`src/rtl/irq_vec_pkg.sv`:
```
package irq_vec_pkg;
  // Strobes from control to datapath
  typedef struct packed {
    logic load;   // capture write data into the vector register
    logic emit;   // present the vector on the output this edge
    logic lsb;    // LSB to attach: 1 for SPI, 0 for SCI
  } vecStrobe_t;

  // Source indices; the index is the LSB of the vector, and the higher index wins a tie
  localparam int SRC_SCI = 0;
  localparam int SRC_SPI = 1;
  localparam int NUM_SRC = 2;
endpackage

```
`src/rtl/irq_vec_ctl.sv`:
```
module irq_vec_ctl
  import irq_vec_pkg::*;
(
  input  logic               clk,
  input  logic               rstN,
  input  logic               wrEn,
  input  logic [NUM_SRC-1:0] reqIn,
  input  logic               ackStb,
  output logic [NUM_SRC-1:0] pending,
  output vecStrobe_t         strobe
);
  logic [NUM_SRC-1:0] reqPrev;
  logic [NUM_SRC-1:0] grant;

  // Fixed priority: the highest index wins
  always_comb begin
    grant = '0;
    for (int i = NUM_SRC - 1; i >= 0; i--) begin
      if (pending[i] && grant == '0) grant[i] = ackStb;
    end
  end

  genvar g;
  generate
    for (g = 0; g < NUM_SRC; g++) begin : gSrc
      logic riseSeen;
      assign riseSeen = reqIn[g] & ~reqPrev[g];
      always_ff @(posedge clk) begin
        if (!rstN) begin
          reqPrev[g] <= 1'b0;
          pending[g] <= 1'b0;
        end else begin
          reqPrev[g] <= reqIn[g];
          pending[g] <= (pending[g] | riseSeen) & reqIn[g] & ~grant[g];
        end
      end
    end
  endgenerate

  always_comb begin
    strobe.load = wrEn;
    strobe.emit = |grant;
    strobe.lsb  = grant[SRC_SPI];
  end
endmodule

```
`src/rtl/irq_vec_dp.sv`:
```
module irq_vec_dp
  import irq_vec_pkg::*;
#(
  parameter int          VEC_W   = 8,
  parameter logic [VEC_W-1:0] RST_VEC = 8'h0F
) (
  input  logic             clk,
  input  logic             rstN,
  input  vecStrobe_t       strobe,
  input  logic [VEC_W-1:1] wrHi,
  output logic [VEC_W-1:0] rdData,
  output logic [VEC_W-1:0] vecOut,
  output logic             vecValid
);
  logic [VEC_W-1:1] vecHi;

  always_ff @(posedge clk) begin
    if (!rstN) begin
      vecHi    <= RST_VEC[VEC_W-1:1];
      vecOut   <= '0;
      vecValid <= 1'b0;
    end else begin
      if (strobe.load) vecHi <= wrHi;
      if (strobe.emit) vecOut <= {vecHi, strobe.lsb};
      vecValid <= strobe.emit;
    end
  end

  assign rdData = {vecHi, 1'b1};
endmodule

```
`src/rtl/irq_vec_share.sv`:
```
module irq_vec_share
  import irq_vec_pkg::*;
#(
  parameter int               VEC_W   = 8,
  parameter logic [VEC_W-1:0] RST_VEC = 8'h0F
) (
  input  logic             clk,
  input  logic             rstN,
  input  logic             wrEn,
  input  logic [VEC_W-1:0] wrData,
  output logic [VEC_W-1:0] rdData,
  input  logic             reqSci,
  input  logic             reqSpi,
  input  logic             ackStb,
  output logic             irqOut,
  output logic [VEC_W-1:0] vecOut,
  output logic             vecValid
);
  vecStrobe_t         strobe;
  logic [NUM_SRC-1:0] pending;
  logic [NUM_SRC-1:0] reqIn;
  logic               pendSci;
  logic               pendSpi;
  logic               unusedWrLsb;

  assign unusedWrLsb    = wrData[0];
  assign reqIn[SRC_SCI] = reqSci;
  assign reqIn[SRC_SPI] = reqSpi;
  assign pendSci        = pending[SRC_SCI];
  assign pendSpi        = pending[SRC_SPI];
  assign irqOut         = |pending;

  irq_vec_ctl i_ctl (
    .clk(clk), .rstN(rstN), .wrEn(wrEn), .reqIn(reqIn),
    .ackStb(ackStb), .pending(pending), .strobe(strobe)
  );

  irq_vec_dp #(.VEC_W(VEC_W), .RST_VEC(RST_VEC)) i_dp (
    .clk(clk), .rstN(rstN), .strobe(strobe), .wrHi(wrData[VEC_W-1:1]),
    .rdData(rdData), .vecOut(vecOut), .vecValid(vecValid)
  );
endmodule

```
`config.mk`:
```
export PLATFORM = sky130hd
export DESIGN_NAME = irq_vec_share
export DESIGN_NICKNAME = d
export VERILOG_FILES = /design/src/rtl/irq_vec_pkg.sv /design/src/rtl/irq_vec_ctl.sv /design/src/rtl/irq_vec_dp.sv /design/src/rtl/irq_vec_share.sv
export SDC_FILE = /design/constraint.sdc
export NUM_CORES = 1
export LEC_CHECK = 0
export ABC_AREA = 0
export BUFFER_PORTS_ARGS = -buffer_cell sky130_fd_sc_hd__buf_2
export CORE_MARGIN = 4
export CORE_UTILIZATION = 51
export CTS_BUF_LIST = sky130_fd_sc_hd__clkbuf_4
export DETAILED_ROUTE_END_ITERATION = 16
export PLACE_DENSITY = 0.9
export REMOVE_ABC_BUFFERS = 1
export SLEW_MARGIN = 20
export SYNTH_ARGS = -nofsm -noshare
export SYNTH_HDL_FRONTEND = slang
export SYNTH_HIERARCHICAL = 1
export SYNTH_SLANG_ARGS = --single-unit
```
`constraint.sdc`:
```
create_clock -name clk -period 2.3 [get_ports clk]
set_input_delay 0.345 -clock clk [delete_from_list [all_inputs] [get_ports clk]]
set_output_delay 0.345 -clock clk [all_outputs]
set_load 0.1 [all_outputs]
```
==> flow_summary.html, run 1 <==
<table>
<tr><th>Metric</th><th>Value</th></tr>
<tr><th colspan="2">Synthesis</th></tr>
<tr><td>Dominant cells by area after synthesis</td><td>sky130_fd_sc_hd__dfxtp_1, sky130_fd_sc_hd__mux2i_1, sky130_fd_sc_hd__nor2b_1</td></tr>
<tr><td>Sequential fraction of the synthesis area</td><td>52.3%</td></tr>
<tr><td>Count of unique library cells instantiated by Yosys</td><td>15</td></tr>
<tr><td>Portion of synthesized cell area occupied by the leading cell type</td><td>between 50% and 60%</td></tr>
<tr><td>Cell type with the highest aggregate area in the netlist</td><td>sky130_fd_sc_hd__dfxtp_1</td></tr>
<tr><td>Synthesized instance count</td><td>67</td></tr>
<tr><td>Number of synthesized flops with an enable pin</td><td>0</td></tr>
<tr><td>Most used flip-flop cell after synthesis</td><td>sky130_fd_sc_hd__dfxtp_1</td></tr>
<tr><td>Flip-flop and latch count after synthesis</td><td>20</td></tr>
<tr><td>Top post-synthesis cells by count</td><td>sky130_fd_sc_hd__dfxtp_1, sky130_fd_sc_hd__mux2i_1, sky130_fd_sc_hd__nor2b_1, sky130_fd_sc_hd__nand2_1, sky130_fd_sc_hd__buf_4</td></tr>
<tr><td>Most used standard cell by instance count after synthesis</td><td>sky130_fd_sc_hd__dfxtp_1</td></tr>
<tr><td>Yosys synthesis warning count</td><td>6</td></tr>
<tr><td>Cell area after technology mapping</td><td>766 µm²</td></tr>
<tr><td>Avg Inst Size Synth</td><td>approximately 11 µm²</td></tr>
<tr><td>Async SR Flop Fraction</td><td>0%</td></tr>
<tr><th colspan="2">Pwr</th></tr>
<tr><td>Total leakage power</td><td>0.431 nW</td></tr>
<tr><td>Maximum ir drop on the vdd rail</td><td>roughly 0.56 mV</td></tr>
<tr><td>Pwr/cell area</td><td>795 mW/mm²</td></tr>
<tr><th colspan="2">STA</th></tr>
<tr><td>Clock skew</td><td>around 5.8 ps</td></tr>
<tr><td>Total count of hold-check failures in the final report</td><td>0</td></tr>
<tr><td>Final critical-path required period</td><td>about 1600 ps</td></tr>
<tr><td>Number of setup violations in the final report</td><td>0</td></tr>
<tr><td>Number of max-slew violations in the final report</td><td>0</td></tr>
<tr><td>FMAX</td><td>about 640 MHz</td></tr>
<tr><td>Setup TNS</td><td>0 ps</td></tr>
<tr><td>Hold Slack</td><td>about 260 ps</td></tr>
<tr><td>Ratio of final minimum period to clock period</td><td>between 60 and 70%</td></tr>
<tr><td>Setup repair after global routing missed its margin</td><td>false</td></tr>
<tr><th colspan="2">Clock tree</th></tr>
<tr><td>Setup Fix Bufs, Post-CTS</td><td>0</td></tr>
<tr><td>TritonCTS sink count</td><td>20</td></tr>
<tr><td>CTS Hold Bufs</td><td>0</td></tr>
<tr><td>CTS-repair resized insts</td><td>0</td></tr>
<tr><td>CTS root buffer</td><td>sky130_fd_sc_hd__clkbuf_4</td></tr>
<tr><td># H-tree levels</td><td>1</td></tr>
<tr><td>Total clock buffers created by CTS</td><td>3</td></tr>
<tr><td>Maximum buffer depth of the clock tree</td><td>2</td></tr>
<tr><td>Clock transition at the register clock pins on the worst setup and hold paths after CTS</td><td>~100 ps</td></tr>
<tr><td>Clk_lat worst skew</td><td>290 ps</td></tr>
<tr><td>CTS tree</td><td>done</td></tr>
<tr><th colspan="2">Detailed routing</th></tr>
<tr><td>Remaining antenna violation count</td><td>0</td></tr>
<tr><td>Mean routed wirelength per cell</td><td>roughly 12 µm</td></tr>
<tr><td>Number of optimization iterations in the first detailed-route pass</td><td>2</td></tr>
<tr><td>Vias per cell</td><td>4.89</td></tr>
<tr><td>Violation count after the first detailed-routing iteration</td><td>3</td></tr>
<tr><td>Total Routed Length</td><td>between 1 and 1.5 mm</td></tr>
<tr><td>Vias</td><td>between 500 and 600</td></tr>
<tr><td>Post-route DRC</td><td>0</td></tr>
<tr><th colspan="2">Global routing</th></tr>
<tr><td>Number of global-route vias before repair</td><td>roughly 530</td></tr>
<tr><td>First-pass GRT wire length</td><td>2.28 mm</td></tr>
<tr><td>Number of antenna violations at the first check in global routing</td><td>0</td></tr>
<tr><td>Grt ovf</td><td>0</td></tr>
<tr><td>Global-route total usage across every layer</td><td>between 10% and 20%</td></tr>
<tr><td>Largest net degree at the start of global routing</td><td>19</td></tr>
<tr><th colspan="2">Worst setup path</th></tr>
<tr><td>Startpoint of the most critical register-to-register path</td><td>i_ctl/pending[1]$_SDFF_PN0_</td></tr>
<tr><td>Worst EP arrival</td><td>~1200 ps</td></tr>
<tr><td>Required time worst endpoint</td><td>roughly 2000 ps</td></tr>
<tr><td>Endpoint of the worst-slack reg-to-reg timing path</td><td>i_dp/vecOut[2]$_SDFFE_PN0P_</td></tr>
<tr><td>CP Capture Type</td><td>output port</td></tr>
<tr><td>Worst reg-to-reg setup slack</td><td>about 1000 ps</td></tr>
<tr><td>Category of the critical setup timing path</td><td>flop to output port</td></tr>
<tr><td>Setup crit start kind</td><td>flop</td></tr>
<tr><td>Number of cell instances on the worst register-to-register path</td><td>3</td></tr>
<tr><td>Worst-path maximum fanout</td><td>5</td></tr>
<tr><th colspan="2">Layout</th></tr>
<tr><td>Final standard cell utilization of the core</td><td>about two thirds</td></tr>
<tr><td>Area growth from synthesis to final layout</td><td>19.0%</td></tr>
<tr><td>Register area</td><td>roughly 400 µm²</td></tr>
<tr><td>Final Net Count</td><td>110</td></tr>
<tr><td>Filler cell count</td><td>113</td></tr>
<tr><td>Antenna diode count</td><td>0</td></tr>
<tr><td>Area used by multi-input combinational logic</td><td>317 µm²</td></tr>
<tr><td>Share of post-route cells with drive strength above 1</td><td>a little under two fifths</td></tr>
<tr><th colspan="2">Floorplan</th></tr>
<tr><td>Die width</td><td>46.8 µm</td></tr>
<tr><td>Full die area</td><td>approximately 0.0022 mm²</td></tr>
<tr><td>Effective utilization at floorplan</td><td>about 57%</td></tr>
<tr><td>Die Y</td><td>between 40 and 50 µm</td></tr>
<tr><td># IOs</td><td>32</td></tr>
<tr><td>Row cnt</td><td>13</td></tr>
<tr><td>Standard cell core area</td><td>approximately 0.0014 mm²</td></tr>
<tr><th colspan="2">Placement</th></tr>
<tr><td>Final weighted congestion of routability-driven global placement</td><td>around 0.68</td></tr>
<tr><td>Detailed placement HPWL</td><td>about 970 µm</td></tr>
<tr><td>Count of input and output buffers</td><td>29</td></tr>
<tr><th colspan="2">Worst hold path</th></tr>
<tr><td>Hold path depth</td><td>2</td></tr>
<tr><td>Hold path endpoint</td><td>i_ctl/reqPrev[1]$_SDFF_PN0_</td></tr>
<tr><td>Launch instance of the worst min-delay path</td><td>reqSpi</td></tr>
<tr><td>Kind of path behind the tightest hold check</td><td>primary input to flop</td></tr>
<tr><th colspan="2">Job</th></tr>
<tr><td>Max capacitance violation total</td><td>0</td></tr>
<tr><th colspan="2">Run status</th></tr>
<tr><td>Outcome</td><td>completed</td></tr>
</table>
[sequential cells by signal (all words and copies together) (netlist names)]
| signal | flops |
|---|---|
| i_dp/vecHi | 7 |
| i_ctl/pending | 2 |
| i_ctl/reqPrev | 2 |
| i_dp/vecValid | 1 |
| i_dp/vecOut | 8 |
[per-stage QoR]
step	power [mW]	worst slack, ps	instances	instance area, µm²
after floorplan	0.535	885	62	721
after global placement	0.569	1010	106	885
after detailed placement	0.572	987	106	885
after CTS	0.734	705	110	911
after global routing	0.767	626	110	911
final	0.724	730	110	911
[layout make-up]
type | instances | area share (%)
clock buffer | 3 | 2.47
clock inverter | 1 | 0.412
inverter | 1 | 0.412
multi-input combinational | 41 | 34.8
sequential | 20 | 44.0
tap | 15 | 2.06
timing repair buffer | 29 | 15.9
[worst max path at each step]
stage | from | end | slack [ps] | cells past startpoint
floorplan | i_ctl/pending[1]$_SDFF_PN0_ | irqOut | 890 | 1
global placement | ackStb | i_dp/vecOut[6]$_SDFFE_PN0P_ | 1010 | 4
detailed placement | ackStb | i_dp/vecOut[2]$_SDFFE_PN0P_ | 990 | 4
CTS | i_ctl/pending[1]$_SDFF_PN0_ | irqOut | 710 | 2
global route | i_ctl/pending[1]$_SDFF_PN0_ | irqOut | 630 | 2
finish | i_ctl/pending[1]$_SDFF_PN0_ | irqOut | 730 | 2
[kinds of logic (layout without fill, tap and decap cells)]
kind of cell | Yosys count | count (layout) | synth area share [%]
AND/OR/NAND/NOR | 23 | 23 | 18.8
flip-flops | 20 | 20 | 52.3
multiplexers | 15 | 15 | 19.6
buffers and inverters | 6 | 34 | 6.37
AO/OA/AOI/OAI | 2 | 2 | 2.45
other | 1 | 1 | 0.490
[worst max-delay path: stages, from the launching register on]
cell,delay [ps]
sky130_fd_sc_hd__dfxtp_1,400
sky130_fd_sc_hd__or2_1,120
sky130_fd_sc_hd__buf_2,410
[layout by cell type (no fill, tap or decap)]
cell,Yosys,routed
sky130_fd_sc_hd__and2_1,2,2
sky130_fd_sc_hd__buf_2,0,29
sky130_fd_sc_hd__o221a_1,1,1
sky130_fd_sc_hd__clkinv_1,0,1
sky130_fd_sc_hd__inv_1,1,1
sky130_fd_sc_hd__nor2b_1,13,13
sky130_fd_sc_hd__nand2_1,4,4
sky130_fd_sc_hd__and2_4,1,1
sky130_fd_sc_hd__and2_2,1,1
sky130_fd_sc_hd__conb_1,1,1
sky130_fd_sc_hd__mux2i_1,15,15
sky130_fd_sc_hd__dfxtp_1,20,20
sky130_fd_sc_hd__clkbuf_4,0,3
sky130_fd_sc_hd__o21a_1,1,1
sky130_fd_sc_hd__nor3b_2,1,1
sky130_fd_sc_hd__or2_1,1,1
[power breakdown]
group / switching (mW) / internal (mW)
logic: 0.148 / 0.0408
clock network: 0.0977 / 0.0631
registers: 0.0108 / 0.364
total: 0.256 / 0.468
[layer usage]
| metal | global-route usage [%] | vias to the layer above | share of wire [%] |
|---|---|---|---|
| li1 | - | 272 | - |
| met1 | 18.0 | 239 | 42 |
| met2 | 25.3 | 24 | 48 |
| met3 | 5.75 | 3 | 9.6 |
| met4 | 4.97 | 0 | 0.60 |
| met5 | 0 | - | 0 |
(Power assumes the default switching activity.)
==> run 2, diff against run 1 <==
Settings changed: CORE_UTILIZATION 51 to 48, PLACE_DENSITY 0.9 to 0.86.
Clock period 2.3 ns to 1.6 ns, I/O delays scaled along.
==> run 2 against run 1 <==
Register-to-register slack worse by 540 ps. Utilization down 6.4 points. Via count up 1.7%. Critical path depth unchanged. Sequential share of layout area down 0.42 points. Highest routed layer is now met3. Hold slack worse by 100 ps. Final area up 0.96%.
==> flow_summary.html, run 2 (synthesis results as in run 1) <==
<table>
<tr><th>Metric</th><th>Value</th></tr>
<tr><th colspan="2">Run status</th></tr>
<tr><td>Outcome</td><td>completed</td></tr>
<tr><th colspan="2">Placement</th></tr>
<tr><td>Count of input and output buffers</td><td>29 (unchanged)</td></tr>
<tr><td>Final weighted congestion of routability-driven global placement</td><td>0.680 (-0.13%)</td></tr>
<tr><td>Post-placement worst setup slack</td><td>453 ps (-535 ps)</td></tr>
<tr><td>Placed insts</td><td>108 (+1.9%)</td></tr>
<tr><th colspan="2">Worst setup path</th></tr>
<tr><td>Worst reg-to-reg setup slack</td><td>500 ps (-540 ps)</td></tr>
<tr><td>Startpoint of the most critical register-to-register path</td><td>i_ctl/pending[1]$_SDFF_PN0_</td></tr>
<tr><td>Number of cell instances on the worst register-to-register path</td><td>4 (+1)</td></tr>
<tr><td>Worst-path maximum fanout</td><td>5 (unchanged)</td></tr>
<tr><td>Category of the critical setup timing path</td><td>flop to output port</td></tr>
<tr><td>CP Capture Type</td><td>output port</td></tr>
<tr><td>Endpoint of the worst-slack reg-to-reg timing path</td><td>i_dp/vecOut[6]$_SDFFE_PN0P_</td></tr>
<tr><td>Required time worst endpoint</td><td>1360 ps (-600 ps)</td></tr>
<tr><td>Capture point of the worst path</td><td>irqOut</td></tr>
<tr><td>Worst EP arrival</td><td>1220 ps (about the same)</td></tr>
<tr><td>Origin of the worst setup path</td><td>i_ctl/pending[1]$_SDFF_PN0_</td></tr>
<tr><td>Setup crit start kind</td><td>flop</td></tr>
<tr><th colspan="2">Pwr</th></tr>
<tr><td>Pwr/cell area</td><td>1140 mW/mm² (+43%)</td></tr>
<tr><td>Part of the total power dissipated in combinational logic</td><td>26.2% (+0.2 points)</td></tr>
<tr><td>Register share of total power</td><td>51.4% (-0.3 points)</td></tr>
<tr><td>Switching share of power</td><td>35.5% (+0.060 points)</td></tr>
<tr><td>Cell internal power dissipation</td><td>674 µW (+44%)</td></tr>
<tr><td>Maximum ir drop on the vdd rail</td><td>0.830 mV (+48%)</td></tr>
<tr><td>Net switching power figure</td><td>370 µW (+44%)</td></tr>
<tr><td>Total leakage power</td><td>0.436 nW (+1.2%)</td></tr>
<tr><td>Power Total</td><td>1.04 mW (+44%)</td></tr>
<tr><td>Portion of total power attributed to the clock network</td><td>22.4% (+0.2 points)</td></tr>
<tr><th colspan="2">Detailed routing</th></tr>
<tr><td>Violation count after the first detailed-routing iteration</td><td>8 (+5)</td></tr>
<tr><td>Vias per cell</td><td>4.88 (-0.14%)</td></tr>
<tr><td>Mean routed wirelength per cell</td><td>11.9 µm (-2.2%)</td></tr>
<tr><td>Remaining antenna violation count</td><td>0 (unchanged)</td></tr>
<tr><td>Post-route DRC</td><td>0 (unchanged)</td></tr>
<tr><td>Number of optimization iterations in the first detailed-route pass</td><td>2 (unchanged)</td></tr>
<tr><td>Total Routed Length</td><td>1.34 mm (-0.37%)</td></tr>
<tr><td>Vias</td><td>547 (+1.7%)</td></tr>
<tr><th colspan="2">Floorplan</th></tr>
<tr><td>Die width</td><td>47.9 µm (+2.5%)</td></tr>
<tr><td>Effective utilization at floorplan</td><td>50.8% (-5.9 points)</td></tr>
<tr><td>Standard cell core area</td><td>0.00151 mm² (+12%)</td></tr>
<tr><td># IOs</td><td>32 (unchanged)</td></tr>
<tr><td>Die Y</td><td>47.9 µm (+2.5%)</td></tr>
<tr><td>Row cnt</td><td>14 (+1)</td></tr>
<tr><td>Full die area</td><td>0.00230 mm² (+5.2%)</td></tr>
<tr><th colspan="2">Worst hold path</th></tr>
<tr><td>Kind of path behind the tightest hold check</td><td>primary input to flop</td></tr>
<tr><th colspan="2">STA</th></tr>
<tr><td>Setup repair after global routing missed its margin</td><td>false</td></tr>
<tr><td>Setup TNS</td><td>0 ps (unchanged)</td></tr>
<tr><td>Number of setup violations in the final report</td><td>0 (unchanged)</td></tr>
<tr><td>Total count of hold-check failures in the final report</td><td>0 (unchanged)</td></tr>
<tr><td>Crit path setup slack, layout</td><td>136 ps (-594 ps)</td></tr>
<tr><td>Number of max-slew violations in the final report</td><td>0 (unchanged)</td></tr>
<tr><td>Ratio of final minimum period to clock period</td><td>between 90% and 100%</td></tr>
<tr><td>Final critical-path required period</td><td>between 1000 and 1500 ps</td></tr>
<tr><td>Clock skew</td><td>3.59 ps (-2.22 ps)</td></tr>
<tr><td>FMAX</td><td>683 MHz</td></tr>
<tr><td>Hold Slack</td><td>161 ps (-101 ps)</td></tr>
<tr><th colspan="2">Global routing</th></tr>
<tr><td>Busiest layer in global routing</td><td>met2</td></tr>
<tr><td>Met3 global-route usage</td><td>3.38% (-2.4 points)</td></tr>
<tr><td>M2 GR Usage</td><td>23.0% (-2.3 points)</td></tr>
<tr><td>Largest net degree at the start of global routing</td><td>19 (unchanged)</td></tr>
<tr><td>Grt ovf</td><td>0 (unchanged)</td></tr>
<tr><td>Global-route total usage across every layer</td><td>12.6% (-2.5 points)</td></tr>
<tr><td>First-pass GRT wire length</td><td>2.05 mm (-10%)</td></tr>
<tr><td>Number of global-route vias before repair</td><td>510 (-3.6%)</td></tr>
<tr><td>Number of antenna violations at the first check in global routing</td><td>0 (unchanged)</td></tr>
<tr><td>Global Route met1 Usage</td><td>14.3% (-3.6 points)</td></tr>
<tr><th colspan="2">Job</th></tr>
<tr><td>Max capacitance violation total</td><td>0 (unchanged)</td></tr>
<tr><th colspan="2">Layout</th></tr>
<tr><td>Most common cell after layout, fill and taps aside</td><td>sky130_fd_sc_hd__buf_2</td></tr>
<tr><td>Area growth from synthesis to final layout</td><td>20.1%</td></tr>
<tr><td>Register area</td><td>400 µm² (unchanged)</td></tr>
<tr><td>Share of post-route cells with drive strength above 1</td><td>37.5% (+0.66 points)</td></tr>
<tr><td>Register with the most flip-flops</td><td>i_dp/vecOut</td></tr>
<tr><td>Number of flip-flops in the largest register</td><td>8 (unchanged)</td></tr>
<tr><td>Count of non-filler cells in the finished layout</td><td>112 (+1.8%)</td></tr>
<tr><td>Leading cell types in the layout, fill and taps excluded</td><td>sky130_fd_sc_hd__buf_2, sky130_fd_sc_hd__dfxtp_1, sky130_fd_sc_hd__mux2i_1, sky130_fd_sc_hd__nor2b_1, sky130_fd_sc_hd__nand2_1</td></tr>
<tr><td>Area used by multi-input combinational logic</td><td>317 µm² (unchanged)</td></tr>
<tr><td>Biggest registers after layout</td><td>i_dp/vecOut (8), i_dp/vecHi (7)</td></tr>
<tr><td>Final Net Count</td><td>111 (+0.91%)</td></tr>
<tr><td>Antenna diode count</td><td>0 (unchanged)</td></tr>
<tr><td>Filler cell count</td><td>135 (+19%)</td></tr>
<tr><th colspan="2">Clock tree</th></tr>
<tr><td># H-tree levels</td><td>1 (unchanged)</td></tr>
<tr><td>Total clock buffers created by CTS</td><td>3 (unchanged)</td></tr>
<tr><td>Clock transition at the register clock pins on the worst setup and hold paths after CTS</td><td>110 ps (about the same)</td></tr>
<tr><td>CTS tree</td><td>done</td></tr>
<tr><td>Maximum buffer depth of the clock tree</td><td>2 (unchanged)</td></tr>
<tr><td>TritonCTS sink count</td><td>20 (unchanged)</td></tr>
<tr><td>CTS Hold Bufs</td><td>0 (unchanged)</td></tr>
<tr><td>CTS-repair resized insts</td><td>0 (unchanged)</td></tr>
<tr><td>Setup Fix Bufs, Post-CTS</td><td>0 (unchanged)</td></tr>
<tr><td>CTS root buffer</td><td>sky130_fd_sc_hd__clkbuf_4</td></tr>
<tr><td>Clk_lat worst skew</td><td>290 ps (about the same)</td></tr>
</table>
run 2: final cells by class:
class / count / area share, %
sequential: 20 / 43.5
multi-input combinational: 41 / 34.4
timing repair buffer: 30 / 16.6
clock buffer: 3 / 2.45
tap: 16 / 2.18
clock inverter: 1 / 0.408
inverter: 1 / 0.408
run 2: critical path: stages (launching register included):
cell	delay (ps)
sky130_fd_sc_hd__dfxtp_1	400
sky130_fd_sc_hd__or2_1	120
sky130_fd_sc_hd__buf_2	410
run 2: power groups by stage:
stage	Clock, mW	Sequential [mW]	Combinational [mW]
floorplan	0	0.689	0.0792
global placement	0	0.548	0.272
detailed placement	0	0.549	0.274
CTS	0.239	0.538	0.275
global route	0.268	0.542	0.287
finish	0.234	0.537	0.273
run 2: per-layer routing:
layer	wire (µm)	part of all wire (%)
met5	0	0
met4	0	0
met3	104	7.8
met2	698	52
met1	534	40
run 2: how the worst min path moves through the flow:
stage / start / cells past startpoint / end
3_3_place_gp: wrData[2] / 3 / i_dp/vecHi[2]$_SDFFE_PN1P_
6_report: wrData[2] / 3 / i_dp/vecHi[2]$_SDFFE_PN1P_
5_1_grt: reqSpi / 2 / i_ctl/reqPrev[1]$_SDFF_PN0_
4_1_cts: wrData[2] / 3 / i_dp/vecHi[2]$_SDFFE_PN1P_
3_5_place_dp: wrData[2] / 3 / i_dp/vecHi[2]$_SDFFE_PN1P_
2_1_floorplan: rstN / 1 / i_dp/vecHi[1]$_SDFFE_PN1P_
run 2: per-stage QoR:
step / util [%] / cell area, µm²
after floorplan: - / 721
after global placement: 59.3 / 893
after detailed placement: 59.3 / 893
after CTS: 61.0 / 920
after global routing: 61.0 / 920
final: 61.0 / 920
